File: src/rtl/fseq_pkg.sv
package fseq_pkg;
  typedef enum logic {
    SEQ_FOUR = 1'b0,
    SEQ_FIVE = 1'b1
  } seq_mode_e;

  localparam int unsigned NUM_STEPS  = 4;
  localparam int unsigned STEP_IDX_W = $clog2(NUM_STEPS);
  localparam int unsigned STAT_BIT   = 6;
  localparam int unsigned CFG_MASK   = 6;
  localparam int unsigned CFG_FIVE   = 7;
endpackage

File: src/rtl/fseq_ctrl.sv
module fseq_ctrl
  import fseq_pkg::*;
(
  input  logic      clk,
  input  logic      rst_n,
  input  logic      cpu_ce,
  input  logic      cpu_odd,
  input  logic      mode_wr,
  input  logic      cfg_five,
  input  logic      cfg_mask,
  output logic      restart,
  output seq_mode_e mode_q,
  output logic      mask_q,
  output logic      flag_clr
);
  logic      pend_q, pend_d;
  seq_mode_e pmode_q, pmode_d;
  seq_mode_e mode_d;
  logic      mask_d;
  logic      wr_even;

  assign wr_even  = cpu_ce & mode_wr & ~cpu_odd;
  assign restart  = wr_even | (cpu_ce & pend_q);
  assign flag_clr = cpu_ce & mode_wr & cfg_mask;

  always_comb begin
    pend_d  = pend_q;
    pmode_d = pmode_q;
    mode_d  = mode_q;
    mask_d  = mask_q;
    if (cpu_ce) begin
      pend_d = mode_wr & cpu_odd;
      if (mode_wr) begin
        mask_d = cfg_mask;
        if (cpu_odd) pmode_d = seq_mode_e'(cfg_five);
      end
      if (wr_even)     mode_d = seq_mode_e'(cfg_five);
      else if (pend_q) mode_d = pmode_q;
    end
  end

  always_ff @(posedge clk or negedge rst_n) begin
    if (!rst_n) begin
      pend_q  <= 1'b0;
      pmode_q <= SEQ_FOUR;
      mode_q  <= SEQ_FOUR;
      mask_q  <= 1'b0;
    end else begin
      pend_q  <= pend_d;
      pmode_q <= pmode_d;
      mode_q  <= mode_d;
      mask_q  <= mask_d;
    end
  end
endmodule

File: src/rtl/fseq_timer.sv
module fseq_timer
  import fseq_pkg::*;
#(
  parameter int unsigned FLAG_AT = 29831,
  parameter int unsigned STEP_A  = 7457,
  parameter int unsigned STEP_B  = 14913,
  parameter int unsigned STEP_C  = 22371,
  parameter int unsigned STEP_E  = 37281,
  parameter int unsigned WRAP_TO = 3,
  parameter int unsigned CW      = 16
) (
  input  logic                  clk,
  input  logic                  rst_n,
  input  logic                  cpu_ce,
  input  logic                  restart,
  input  seq_mode_e             mode_q,
  output logic [CW-1:0]         cnt_q,
  output logic                  set_win,
  output logic                  step_pulse,
  output logic [STEP_IDX_W-1:0] step_idx
);
  localparam int unsigned PT4 [NUM_STEPS] = '{STEP_A, STEP_B, STEP_C, FLAG_AT};
  localparam int unsigned PT5 [NUM_STEPS] = '{STEP_A, STEP_B, STEP_C, STEP_E};

  logic [CW-1:0]        cnt_d;
  logic [CW-1:0]        last_c;
  logic [NUM_STEPS-1:0] hit;

  assign last_c  = (mode_q == SEQ_FIVE) ? CW'(STEP_E) : CW'(FLAG_AT + 1);
  assign set_win = (mode_q == SEQ_FOUR) &&
                   ((cnt_q == CW'(FLAG_AT)) || (cnt_q == CW'(FLAG_AT + 1)));

  always_comb begin
    cnt_d = cnt_q;
    if (cpu_ce) begin
      if (restart)              cnt_d = CW'(1);
      else if (cnt_q == last_c) cnt_d = CW'(WRAP_TO);
      else                      cnt_d = cnt_q + CW'(1);
    end
  end

  always_ff @(posedge clk or negedge rst_n) begin
    if (!rst_n) cnt_q <= '0;
    else        cnt_q <= cnt_d;
  end

  for (genvar g = 0; g < NUM_STEPS; g++) begin : g_point
    assign hit[g] = (cnt_q == ((mode_q == SEQ_FIVE) ? CW'(PT5[g]) : CW'(PT4[g])));
  end

  always_comb begin
    step_idx = '0;
    for (int i = 0; i < NUM_STEPS; i++) begin
      if (hit[i]) step_idx = STEP_IDX_W'(i);
    end
  end

  assign step_pulse = cpu_ce & (|hit);
endmodule

File: src/rtl/fseq_flag.sv
module fseq_flag (
  input  logic clk,
  input  logic rst_n,
  input  logic cpu_ce,
  input  logic stat_rd,
  input  logic flag_clr,
  input  logic set_win,
  input  logic mask_q,
  output logic flag_q,
  output logic flag_vis,
  output logic irq
);
  logic flag_d;
  logic set_live;

  assign set_live = set_win & ~mask_q;

  always_comb begin
    flag_d = flag_q;
    if (flag_clr)                  flag_d = 1'b0;
    else if (cpu_ce && set_live)   flag_d = 1'b1;
    else if (cpu_ce && stat_rd)    flag_d = 1'b0;
  end

  always_ff @(posedge clk or negedge rst_n) begin
    if (!rst_n) flag_q <= 1'b0;
    else        flag_q <= flag_d;
  end

  assign flag_vis = flag_q | set_live;
  assign irq      = flag_vis & ~mask_q;
endmodule

File: src/rtl/frame_seq_irq.sv
module frame_seq_irq #(
  parameter int unsigned FLAG_AT = 29831,
  parameter int unsigned STEP_A  = 7457,
  parameter int unsigned STEP_B  = 14913,
  parameter int unsigned STEP_C  = 22371,
  parameter int unsigned STEP_E  = 37281,
  parameter int unsigned WRAP_TO = 3
) (
  input  logic       clk,
  input  logic       rst_n,
  input  logic       cpu_ce,
  input  logic       cpu_odd,
  input  logic       mode_wr,
  input  logic       stat_rd,
  input  logic [7:0] wdata,
  output logic [7:0] rdata,
  output logic       irq,
  output logic       step_pulse,
  output logic [1:0] step_idx
);
  import fseq_pkg::*;

  localparam int unsigned MAXV = (STEP_E > FLAG_AT + 1) ? STEP_E : FLAG_AT + 1;
  localparam int unsigned CW   = $clog2(MAXV + 1);

  logic          restart;
  seq_mode_e     mode_q;
  logic          mask_q;
  logic          flag_clr;
  logic [CW-1:0] cnt_q;
  logic          set_win;
  logic          flag_q;
  logic          flag_vis;
  logic          unused_wbits;

  assign unused_wbits = ^wdata[5:0];

  fseq_ctrl u_ctrl (
    .clk      (clk),
    .rst_n    (rst_n),
    .cpu_ce   (cpu_ce),
    .cpu_odd  (cpu_odd),
    .mode_wr  (mode_wr),
    .cfg_five (wdata[CFG_FIVE]),
    .cfg_mask (wdata[CFG_MASK]),
    .restart  (restart),
    .mode_q   (mode_q),
    .mask_q   (mask_q),
    .flag_clr (flag_clr)
  );

  fseq_timer #(
    .FLAG_AT (FLAG_AT),
    .STEP_A  (STEP_A),
    .STEP_B  (STEP_B),
    .STEP_C  (STEP_C),
    .STEP_E  (STEP_E),
    .WRAP_TO (WRAP_TO),
    .CW      (CW)
  ) u_timer (
    .clk        (clk),
    .rst_n      (rst_n),
    .cpu_ce     (cpu_ce),
    .restart    (restart),
    .mode_q     (mode_q),
    .cnt_q      (cnt_q),
    .set_win    (set_win),
    .step_pulse (step_pulse),
    .step_idx   (step_idx)
  );

  fseq_flag u_flag (
    .clk      (clk),
    .rst_n    (rst_n),
    .cpu_ce   (cpu_ce),
    .stat_rd  (stat_rd),
    .flag_clr (flag_clr),
    .set_win  (set_win),
    .mask_q   (mask_q),
    .flag_q   (flag_q),
    .flag_vis (flag_vis),
    .irq      (irq)
  );

  always_comb begin
    rdata           = 8'h00;
    rdata[STAT_BIT] = flag_vis;
  end
endmodule

File: config.mk
export PLATFORM = sky130hd
export DESIGN_NAME = frame_seq_irq
export DESIGN_NICKNAME = d
export VERILOG_FILES = /design/src/rtl/fseq_pkg.sv /design/src/rtl/fseq_ctrl.sv /design/src/rtl/fseq_timer.sv /design/src/rtl/fseq_flag.sv /design/src/rtl/frame_seq_irq.sv
export SDC_FILE = /design/constraint.sdc
export NUM_CORES = 1
export LEC_CHECK = 0
export CORE_ASPECT_RATIO = 1.2
export CORE_MARGIN = 1.5
export CORE_UTILIZATION = 25
export DETAILED_ROUTE_END_ITERATION = 7
export GPL_TIMING_DRIVEN = 0
export HOLD_SLACK_MARGIN = 0.02
export SLEW_MARGIN = 20
export SYNTH_ARGS = -nofsm -noshare
export SYNTH_HDL_FRONTEND = slang
export SYNTH_SLANG_ARGS = --single-unit
File: constraint.sdc
create_clock -name clk -period 2.55 [get_ports clk]
set_input_delay 0.51 -clock clk [delete_from_list [all_inputs] [get_ports clk]]
set_output_delay 0.51 -clock clk [all_outputs]
set_load 0.03 [all_outputs]
# Word level (Yosys, flattened, before mapping)

Index checks and enable logic that the tools add are counted.

Output and inout port bits: 12
Register bits: 21
Input bits: 14

Reductions and logical operators: 10
Equal/unequal tests: 7
Bitwise operators: 13
Multiplexer cells: 12
Add/sub/neg operators: 1

Operator list:

| cell                  | number |
|---|---|
| $mux 16               | 4 |
| $eq 16x15->1 const B  | 3 |
| $eq 16x16->1          | 2 |
| $add 16x1->16 const B | 1 |
| $eq 16x13->1 const B  | 1 |
| $eq 16x14->1 const B  | 1 |
| $and 1x1->1           | 8 |
| $mux 1                | 6 |
| $mux 2                | 2 |
| $reduce_and 2->1      | 2 |
| $reduce_or 4->1       | 1 |
| $logic_and 1x1->1     | 3 |
| $not 1->1             | 3 |
| $reduce_and 3->1      | 1 |
| $reduce_bool 3->1     | 1 |
| $or 1x1->1            | 2 |
| $reduce_bool 2->1     | 1 |
| $logic_or 1x1->1      | 1 |

# Depth between registers and ports, before layout

Depth after elaboration: 7
Gate-level depth with buffers: 7

# Cells and area by module

Synthesis repeated with hierarchy kept, for this count alone.

Cell total of the unflattened synthesis: 178
Area total of the unflattened synthesis: 1552.7 sq um

Modules (own cells, without submodules):

| module        | seq. area each (sq um) | cells an instance | area each (sq um) | times used |
|---|---|---|---|---|
| fseq_timer    | 400.4                  | 145               | 1233.7            | 1 |
| fseq_ctrl     | 100.1                  | 16                | 183.9             | 1 |
| fseq_flag     | 25.0                   | 8                 | 71.3              | 1 |
| frame_seq_irq | 0.0                    | 9                 | 63.8              | 1 |

# Worst setup path after synthesis

Ideal clock, no wire load.

Kind: register to output
Start point: register u_timer.cnt_q[9]
End point: output step_pulse
Path slack: 248 ps
Buffers on the path: 1
Stages on the path, launching flop included: 7
Data arrival time: 1792 ps
Data required time: 2040 ps
Path through: dfrtp_1 -> buf_6 -> nor4b_2 -> nand3_1 -> a211oi_1 -> a41o_1 -> o21a_1

Cells in the longest elaborated chain, start to end: 3

RTL lines:

| element                              | RTL line            | source |
|---|---|---|
| start, declared                      | fseq_timer.sv:17    | `output logic [CW-1:0] cnt_q,` |
| start signal, assigned               | fseq_timer.sv:44    | `else cnt_q <= cnt_d;` |
| $eq 16x13->1 (tied with other cells) | fseq_timer.sv:48    | `assign hit[g] = (cnt_q == ((mode_q == SEQ_FIVE) ? CW'(PT5[g]) : CW'(PT4[g])));` |
| $reduce_or 4->1 (*)                  | fseq_timer.sv:58    | `assign step_pulse = cpu_ce & (\|hit);` |
| $and 1x1->1 (*)                      | fseq_timer.sv:58    |  |
| end, declared                        | frame_seq_irq.sv:18 | `output logic step_pulse,` |

Mark *: on every way between the ends. The rest lies on a longest branch, timed or not.

# Worst setup path in the final report

Ends and elaborated chain as after synthesis.

==> results.md <==
* Met2 wire len at about 1800 microns
* Number of remaining DRC errors at 0
* Max VDD drop at 0.000189 V
* Cell variety after synth at 48
* Core ar. at 6010 sq um
* CP Max Fanout at 9
* Fmax at 407 MHz
* Slew headroom at 66.7%
* Register-to-register setup slack at 0.56 ns
* Pre-CTS setup slack at -0.833 ns
* Root Buffer: clkbuf_8
* Antenna diodes at 0
* Cts bufs inserted at 3
* Net Switching at around 250 uW
* Commonest register cell after synthesis: dfrtp_1
* Largest family of logic cells by synthesized area: simple AND/OR/NAND/NOR gates
* Cell area after layout at about 1900 sq um
* Post-place instance area at 1790 sq um
* Global-route wire length before repair at approximately 6000 microns
* Die Width at 74.7 microns
* Clk sinks at 21
* Initial antenna violation count at 0
* Largest net degree at the start of global routing at 22
* Placed Cells incl. Taps at 281
* Row cnt at 31
* Comb power frac at 24.7%
* Synth warnings at 0
* Final hold violations at 0
* Clk slew on worst S/H paths at 0.08 ns
* Max-cap violations at 0
* Critical Path RT at 2.04 ns
* IO Pins at 26
* EDFF count, synth at 0
* Iteration-0 DRC Markers at ~120
* Share of layout cells above drive strength 1 at 23.3%
* Synthesized instance count at 181
* Mapped Area at approximately 1500 sq um
* Simple-gate share of the synthesized area at approximately 33%
* Vias in the first global route at 1225
* Worst r2r src: u_timer.cnt_q[0]$_DFFE_PN0P_
* Fin Hold WS at 0.199 ns
* Die area at 6660 sq um
* Drt pass-1 iters at 4
* Internal power at about 560 uW
* Core Util, Final at 30.9%
* DR WL/cell at 12.9 microns
* Pleak at 0.810 nW
* Cell Count, Final, Fillers Out at about 290
* Worst R2R End: u_timer.cnt_q[14]$_DFFE_PN0P_
* Multiplexer share of the synthesized area at 2.11%
* WS Path Type: reg -> out
* Arr. time, crit path at between 1.5 and 2 ns
* Chip Height at between 80 and 90 microns
* Compound-Gate Fraction of Synth Area at 15.6%
* Crit path launch type: flip-flop
* Routed vias at 1358
* P per Cell Area at approximately 430 nW/um^2
* Vias per cell at 4.72
* RSZ-0062 raised after global routing: no
* Design Power at 806 uW
* Ys async rst share at 100%
* Clock Power Share at 28.4%
* Max Buffers Root-to-Sink at 2
* CTS tree: yes
* Sequential fraction of the synthesis area at 34.0%
* Setup Total Neg Slack at 0 ns
* Synth Area in Adders at roughly 2.4%
* Run status: finished clean
* Area Growth Syn to Fin at 20.5%
* M1 WL at 1710 microns
* Hold Path Class: in -> async
* Met3 WL post-DR at roughly 140 microns
* Syn Area/Cell at 8.53 sq um
* Layout Skew at 0.00109 ns
* Routed Antenna Nets at 0
* Worst Tran Pin Value at roughly 0.49 ns
* Hold_buf cts at 0
* Final slew viol count at 0
* Total track usage at 11.9%
* Final WL at between 3000 and 4000 microns
* R2r worst-path depth at 7
* Htree depth at 1
* Total gr overflow at 0
* Setup Viol. Count Final at 0
* Max layer used: met4
* Post-synthesis xor/xnor area fraction at 1.70%
* Global placement routability congestion at 0.830
* Initial Util at 25.7%
* CP endpoint kind: output port
* Clk Latency, worst-skew pair at between 0.2 and 0.3 ns
* Post-DP HPWL at 2650 microns
* Flop pwr share at 46.9%
* Layout Nets at 224
* Yosys reg bits at 21
* Final WS setup at 0.0901 ns
* Final Cycle Share at 96.5%
* Switching part of the total at a little under a third
* Crit path launch: u_timer.cnt_q[9]$_DFFE_PN0P_
* IO Port Bufs at 12
* Minimum clock period at 2.46 ns
## power by group through the flow
stage          clock [mW]  combinational, mW  sequential [mW]
6_report            0.229              0.199            0.378
3_3_place_gp            0              0.176            0.389
3_5_place_dp            0              0.177            0.390
4_1_cts             0.240              0.200            0.378
5_1_grt             0.250              0.219            0.381
2_1_floorplan           0              0.131            0.380
## flip-flops by register name (all words and copies together), names as in the netlist
| register | count |
|---|---|
| u_ctrl.mask_q | 1 |
| u_ctrl.mode_q | 1 |
| u_ctrl.pend_q | 1 |
| u_ctrl.pmode_q | 1 |
| u_flag.flag_q | 1 |
| u_timer.cnt_q | 16 |
## cell usage after synthesis, types with 2 or more instances
master	number	area, sq um
xnor2_1	3	26.3
a31oi_1	6	37.5
o211ai_1	4	30.0
nand4_1	5	31.3
clkbuf_1	4	15.0
nor2_1	9	33.8
nand2b_1	6	37.5
o21a_1	2	15.0
ha_1	3	37.5
nor4b_2	2	30.0
nor3b_1	3	22.5
and3b_2	2	20.0
or3_1	4	25.0
buf_6	2	22.5
inv_1	9	33.8
nand2_1	12	45.0
nand3_1	18	90.1
and2_1	2	12.5
o22ai_1	4	25.0
nor2b_1	4	25.0
or2_2	2	12.5
dfrtp_1	21	526
a21oi_1	2	10.0
buf_2	5	25.0
and3_1	4	25.0
o21ai_0	6	30.0
and3b_1	2	17.5
nor3_1	3	15.0
nor4_1	3	18.8
buf_4	10	75.1
mux2_2	2	22.5
## placed cells by master (no fill, tap or decap), types with 3 or more instances in the layout
cell,instances
nand3_1,18
clkbuf_8,3
nor2b_1,4
nor3_1,3
and3_1,4
buf_4,15
nor2_1,9
inv_1,9
a31oi_1,6
dfrtp_1,18
o21ai_0,6
conb_1,7
o22ai_1,4
ha_1,3
nand2_1,12
nand2b_1,6
buf_2,7
clkdlybuf4s50_1,6
xnor2_1,3
dfrtp_2,3
o211ai_1,4
or3_1,4
nand4_1,5
## logic make-up (layout without fill, tap and decap cells)
family	after synthesis	in the layout
xor gates and xnor gates	3	3
buffers and inverters	30	49
adders and majority gates	3	3
muxes	3	3
AOI/OAI and AO/OA	34	34
other	1	7
and+or+nand+nor	86	86
DFF	21	21
## routing by layer
layer / up-vias / track usage, %
met1: 640 / 14.9
met5: - / 0
met2: 25 / 19.6
met4: 0 / 5.62
met3: 7 / 2.37
li1: 686 / -
## worst max-delay path by stage
stage | endpoint | cells after the start
after floorplan | step_pulse | 6
after global routing | step_pulse | 7
after global placement | step_pulse | 5
after detailed placement | step_pulse | 5
after CTS | rdata[6] | 7
final | step_pulse | 7
## critical path, stage by stage (launching register included)
cell and delay, ns:
dfrtp_1 0.38, buf_6 0.14, nor4b_2 0.24, nand3_1 0.18, a211oi_2 0.30, a41o_1 0.15
o21a_1 0.14, buf_4 0.15
## final cells by class
| type | count | area [sq um] |
|---|---|---|
| Timing Repair Buffer | 15 | 118 |
| Tap cell | 82 | 103 |
| Inverter | 9 | 33.8 |
| Clock inverter | 1 | 5.00 |
| Multi-Input combinational cell | 136 | 886 |
| Sequential cell | 21 | 529 |
| Fill cell | 640 | 4150 |
| Clock buffer | 3 | 41.3 |
| Buffer | 21 | 145 |
## timing repair
| action | CTS | global route |
|---|---|---|
| pin swaps | 1 | 2 |
| hold endpoints to repair | 0 | 0 |
| cloned | 0 | 0 |
| setup endpoints to repair | 5 | 5 |
| setup buffers | 3 | 0 |
| resized for setup | 24 | 11 |
Note: power is estimated with default switching activity, not from simulation.
